===== config.mk =====
export PLATFORM = sky130hd
export DESIGN_NAME = jp_dual_port
export DESIGN_NICKNAME = d
export VERILOG_FILES = /design/src/rtl/jp_pkg.sv /design/src/rtl/jp_ctrl_regs.sv /design/src/rtl/jp_btn_fsm.sv /design/src/rtl/jp_read_mux.sv /design/src/rtl/jp_dual_port.sv
export SDC_FILE = /design/constraint.sdc
export NUM_CORES = 1
export LEC_CHECK = 0
export ABC_CLOCK_PERIOD_IN_PS = 800
export BUFFER_PORTS_ARGS = -buffer_cell sky130_fd_sc_hd__buf_2
export CORE_MARGIN = 2
export CORE_UTILIZATION = 30
export CTS_BUF_LIST = sky130_fd_sc_hd__clkbuf_4 sky130_fd_sc_hd__clkbuf_8 sky130_fd_sc_hd__clkbuf_16
export DETAILED_ROUTE_END_ITERATION = 10
export PLACE_DENSITY = 0.59
export SYNTH_ARGS = -nofsm -noshare
export SYNTH_HDL_FRONTEND = slang
export SYNTH_SLANG_ARGS = --single-unit

===== constraint.sdc =====
create_clock -name clk -period 0.8 [get_ports clk]
set_input_delay 0.04 -clock clk [delete_from_list [all_inputs] [get_ports clk]]
set_output_delay 0.04 -clock clk [all_outputs]
set_load 0.005 [all_outputs]

===== src/rtl/jp_pkg.sv =====
package jp_pkg;
    localparam int DATA_W  = 8;
    localparam int PAD_W   = 7;
    localparam int LINES   = 4;

    // pad bit positions
    localparam int P_UP    = 0;
    localparam int P_DOWN  = 1;
    localparam int P_LEFT  = 2;
    localparam int P_RIGHT = 3;
    localparam int P_TL    = 4;
    localparam int P_TR    = 5;
    localparam int P_TH    = 6;

    // control register: level bits 7..4, direction bits 3..0
    localparam int C_ATR   = 0;
    localparam int C_ATH   = 1;
    localparam int C_BTR   = 2;
    localparam int C_BTH   = 3;
    localparam int LVL_OFS = 4;

    localparam logic [DATA_W-1:0] CTRL_RST  = 8'hFF;
    localparam logic [DATA_W-1:0] RSTR_OR   = 8'h05;
    localparam logic [DATA_W-1:0] RSTR_AND  = 8'h5F;

    typedef enum logic {
        BTN_IDLE = 1'b0,
        BTN_HELD = 1'b1
    } btn_state_t;
endpackage


===== src/rtl/jp_ctrl_regs.sv =====
module jp_ctrl_regs
    import jp_pkg::*;
(
    input  logic              clk,
    input  logic              rst_n,
    input  logic              restricted,
    input  logic              compat,
    input  logic              wr_en,
    input  logic              addr,
    input  logic [DATA_W-1:0] wdata,
    output logic [DATA_W-1:0] ctrl_q,
    output logic [DATA_W-1:0] mem_q,
    output logic              cont_q,
    output logic              hv_q
);
    logic              ctrl_wr;
    logic              mem_wr;
    logic [DATA_W-1:0] ctrl_d;
    logic              th_rise;

    assign ctrl_wr = wr_en && addr;
    assign mem_wr  = wr_en && !addr;

    always_comb begin
        if (restricted) begin
            ctrl_d = (wdata | RSTR_OR) & RSTR_AND;
        end else begin
            ctrl_d = wdata;
        end
    end

    assign th_rise = (!ctrl_q[C_BTH+LVL_OFS] && wdata[C_BTH+LVL_OFS])
                  || (!ctrl_q[C_ATH+LVL_OFS] && wdata[C_ATH+LVL_OFS]);

    always_ff @(posedge clk) begin
        if (!rst_n) begin
            ctrl_q <= CTRL_RST;
            mem_q  <= '0;
            cont_q <= !compat;
            hv_q   <= 1'b0;
        end else begin
            hv_q <= ctrl_wr && !restricted && th_rise;
            if (ctrl_wr) begin
                ctrl_q <= ctrl_d;
                if (restricted) begin
                    cont_q <= wdata[2];
                end
            end
            if (mem_wr) begin
                mem_q <= wdata;
            end
        end
    end
endmodule


===== src/rtl/jp_btn_fsm.sv =====
module jp_btn_fsm
    import jp_pkg::*;
(
    input  logic clk,
    input  logic rst_n,
    input  logic press,
    input  logic seed,
    input  logic seed_val,
    input  logic ack,
    output logic btn_bit
);
    btn_state_t state_q;
    btn_state_t state_d;

    always_comb begin
        state_d = state_q;
        if (press) begin
            state_d = BTN_HELD;                          // PRESS
        end else if (seed) begin
            state_d = seed_val ? BTN_IDLE : BTN_HELD;    // SEED
        end else begin
            unique case (state_q)
                BTN_IDLE: state_d = BTN_IDLE;
                BTN_HELD: state_d = ack ? BTN_IDLE : BTN_HELD;   // ACK
                default:  state_d = BTN_IDLE;
            endcase
        end
    end

    always_ff @(posedge clk) begin
        if (!rst_n) begin
            state_q <= BTN_IDLE;
        end else begin
            state_q <= state_d;
        end
    end

    always_comb begin
        unique case (state_q)
            BTN_IDLE: btn_bit = 1'b1;
            BTN_HELD: btn_bit = 1'b0;
            default:  btn_bit = 1'b1;
        endcase
    end
endmodule


===== src/rtl/jp_read_mux.sv =====
module jp_read_mux
    import jp_pkg::*;
(
    input  logic              addr,
    input  logic [DATA_W-1:0] ctrl,
    input  logic [PAD_W-1:0]  pad_a,
    input  logic [PAD_W-1:0]  pad_b,
    input  logic              cont,
    input  logic              btn_bit,
    output logic [DATA_W-1:0] rdata
);
    logic [LINES-1:0] pin_in;
    logic [LINES-1:0] pin_rd;

    assign pin_in[C_ATR] = pad_a[P_TR];
    assign pin_in[C_ATH] = pad_a[P_TH];
    assign pin_in[C_BTR] = pad_b[P_TR];
    assign pin_in[C_BTH] = pad_b[P_TH];

    for (genvar i = 0; i < LINES; i++) begin : g_line
        assign pin_rd[i] = ctrl[i] ? pin_in[i] : ctrl[i+LVL_OFS];
    end

    always_comb begin
        if (!addr) begin
            rdata = {pad_b[P_DOWN], pad_b[P_UP], pin_rd[C_ATR], pad_a[P_TL],
                     pad_a[P_RIGHT], pad_a[P_LEFT], pad_a[P_DOWN], pad_a[P_UP]};
        end else begin
            rdata = {pin_rd[C_BTH], pin_rd[C_ATH], cont, btn_bit,
                     pin_rd[C_BTR], pad_b[P_TL], pad_b[P_RIGHT], pad_b[P_LEFT]};
        end
    end
endmodule


===== src/rtl/jp_dual_port.sv =====
module jp_dual_port
    import jp_pkg::*;
(
    input  logic              clk,
    input  logic              rst_n,
    input  logic              restricted,
    input  logic              compat,
    input  logic              wr_en,
    input  logic              rd_en,
    input  logic              addr,
    input  logic [DATA_W-1:0] wdata,
    input  logic [PAD_W-1:0]  pad_a,
    input  logic [PAD_W-1:0]  pad_b,
    input  logic              btn_press,
    output logic [DATA_W-1:0] rdata,
    output logic [LINES-1:0]  pin_oe,
    output logic [LINES-1:0]  pin_lvl,
    output logic              hv_latch,
    output logic [DATA_W-1:0] mem_sel_n
);
    logic [DATA_W-1:0] ctrl_q;
    logic [DATA_W-1:0] mem_q;
    logic              cont_q;
    logic              btn_bit;

    jp_ctrl_regs u_regs (
        .clk        (clk),
        .rst_n      (rst_n),
        .restricted (restricted),
        .compat     (compat),
        .wr_en      (wr_en),
        .addr       (addr),
        .wdata      (wdata),
        .ctrl_q     (ctrl_q),
        .mem_q      (mem_q),
        .cont_q     (cont_q),
        .hv_q       (hv_latch)
    );

    jp_btn_fsm u_btn (
        .clk      (clk),
        .rst_n    (rst_n),
        .press    (btn_press),
        .seed     (wr_en && addr && restricted),
        .seed_val (wdata[0]),
        .ack      (rd_en && addr),
        .btn_bit  (btn_bit)
    );

    jp_read_mux u_mux (
        .addr    (addr),
        .ctrl    (ctrl_q),
        .pad_a   (pad_a),
        .pad_b   (pad_b),
        .cont    (cont_q),
        .btn_bit (btn_bit),
        .rdata   (rdata)
    );

    assign pin_lvl   = ctrl_q[DATA_W-1:LVL_OFS];
    assign pin_oe    = ~ctrl_q[LINES-1:0];
    assign mem_sel_n = ~mem_q;
endmodule


==> reports/qor.yml <==
rrSetupSlack_ns: -0.02
routed_via_density: 4.332
hold_path.class: "in2reg"
seqPwrFrac: 0.513
remaining_drc_errors: 0
path_cells: "mux2i_1, a21oi_1, buf_2"
die_area_um2: 3596
startpoint_type: "register"
layout_commonest_cell: "buf_2"
synthXorXnorAreaFrac: 0
leakagePower_nw: 0.7766
cpPeakStageDelay_ns: 0.36
yosysTopAreaCell: "dfxtp_1"
num-fill-cells: 295
cpMaxStageDelayCell: "dfxtp_2"
synth_top_area_frac: 0.3835
avgRoutedWirePerCell_um: 10.09
drv_slew: 0
multi_input_area_um2: 429.2
powerDensity_nw_per_um2: 1320
violations: "negative setup slack"
synthMuxAreaShare: 0.09987
synth_compound_area_frac: 0.1465
worst_slack_ns: -0.2692
die_w_um: 59.97
ys_types: 25
synth_area_leaders: "dfxtp_1 38%, nand2_1 11%, mux2i_1 6.4%"
hold_depth: 2
worst_pin_slew_ns: 0.2965
synth_warnings: 0
r2r-end: "u_regs.hv_q"
crit_arrival_ns: 1.03
crit_fanout: 2
wl_um: 2341
cts_buffer_depth: 2
ys_ff_latch: 19
ant_nets: 0
avgSynthCellArea_um2: 7.896
antenna_found_initial: 0
path_clk_slew_ns: 0.10
p_total_mw: 2.043
clock-sinks: 19
grt_max_degree: 13
final_cell_mix: "43 x buf_2, 28 x nand2_1, 17 x dfxtp_2"
final_util: 0.5112
final-seq-area_um2: 411.6
finalHoldViolCount: 0
synth_fp_nets: 149
path_class: "reg2out"
switchingPower_uw: 506.7
drt_iter0_markers: 9
reg2reg_from: "u_regs.ctrl_q[7]"
htree_levels: 1
p_clk_frac: 0.247
ys_seq_area_frac: 0.4154
max-slew-margin-rel: 0.8024
synth_cells: 119
root_buffer: "clkbuf_4"
portBuffers: 54
die_h_um: 59.97
fin_setup_tns_ns: -1.509
core-area_um2: 3028
swShare: 0.2480
synth_top_family_by_area: "simple AND/OR/NAND/NOR gates"
cts_tree: "built"
overflow: 0
synthSimpleGateAreaFrac: 0.2051
cts_made_buffers: 3
dp_hpwl_um: 1821
dr.pass1.iters: 2
comb_power_share: 0.240
crit_path_start: "u_regs.ctrl_q[2]"
critical_path_required_ns: 0.76
post-place-ws_ns: -0.09821
maxCapViolCount: 0
synth_area_um2: 939.7
initial_core_util: 0.3103
worstHoldStart: "compat"
synth_adder_area_share: 0
rr_worst_depth: 3
drive_above_1_share: 0.5532
period_share: 1.337
io_pins: 55
intPower_mw: 1.537
layout.nets: 219
grt_pass1_wl_um: 3594
grt_setup_unrepaired: "yes"
fmax_ghz: 0.9353
area_growth_pct: 64.71
first_global_vias: 906
vias: 1005
fin_skew_ns: 0.00008635
min_period_ns: 1.069
place_congestion: 0.7470
ir_worst_vdd_uv: 464.5
num_rows: 20
grt_usage: 0.1315
end_kind: "output port"
outcome: "complete, but fails checks"
diodes: 0
insertion_delay_ns: 0.29
hold_end: "u_regs.cont_q"
setup_viol: 18
kinds of logic after synthesis:
logic type / after synthesis
flops: 19
compound gates: 20
simple gates: 44
buf+inv: 27
mux: 9
worst max-delay path by stage:
stage | end | cells past startpoint
finish | rdata[3] | 3
global placement | u_btn.state_q | 4
floorplan | u_btn.state_q | 2
detailed placement | u_regs.ctrl_q[2] | 4
global route | rdata[3] | 3
CTS | rdata[7] | 3
power groups by stage:
| stage | clock, mW | combinational (mW) | sequential, mW |
|---|---|---|---|
| 2_1_floorplan | 0 | 0.205 | 1.05 |
| 3_3_place_gp | 0 | 0.382 | 1.06 |
| 3_5_place_dp | 0 | 0.390 | 1.06 |
| 4_1_cts | 0.536 | 0.438 | 1.05 |
| 5_1_grt | 0.565 | 0.544 | 1.05 |
| 6_report | 0.504 | 0.490 | 1.05 |
synthesized netlist by cell type, drive strengths merged:
master,count
o311ai,2
buf,9
and2,1
mux2i,6
nand3,3
inv,16
clkbuf,2
dfxtp,18
and3,1
o31a,1
mux2,3
nor2,6
edfxtp,1
nor2b,1
o21ai,3
nor3,2
o211ai,2
and4b,1
nand2b,1
nand2,28
o22ai,1
a21boi,8
a21oi,3
routing by layer:
metal / global-route usage / wire length [um] / vias up
met2: 0.2391 / 1174 / 33
met1: 0.1449 / 1009 / 449
met4: 0.06667 / 27 / 0
met3: 0.02165 / 129 / 2
met5: 0 / 0 / -
li1: - / - / 521
stage by stage:
stage               cells  instance area (um2)  hold slack [ns]
detailed placement    212                 1270           0.2754
global placement      212                 1270           0.2631
floorplan             119                939.7           0.1642
finish                232                 1548          0.03994
CTS                   228                 1444          0.03342
global route          232                 1548          0.05673
registers in the layout, indices dropped and copies added, names as in the netlist:
signal / flops
u_btn.state_q: 1
u_regs.hv_q: 1
u_regs.cont_q: 1
u_regs.ctrl_q: 8
u_regs.mem_q: 8
worst max-delay path, delay by kind of cell, from the launching register on:
kind / cells / cell delay, ns
AO/OA/AOI/OAI: 1 / 0.08
buffers and inverters: 1 / 0.12
flip-flops: 1 / 0.36
multiplexers: 1 / 0.18
what timing repair did:
item                                   CTS  global route
setup endpoints to repair               23            25
endpoints found under the hold margin   13             0
buffers inserted                         3             7
pin swaps                                4             4
resized for setup                       24            25
hold buffers                             9             0
layout make-up:
class | instances | area share
multi-input combinational | 73 | 0.2773
sequential | 19 | 0.2660
timing repair buffer | 76 | 0.3630
tap | 44 | 0.03557
clock buffer | 4 | 0.01940
inverter | 16 | 0.03880
No activity file was read; power rests on OpenSTA's default activity.
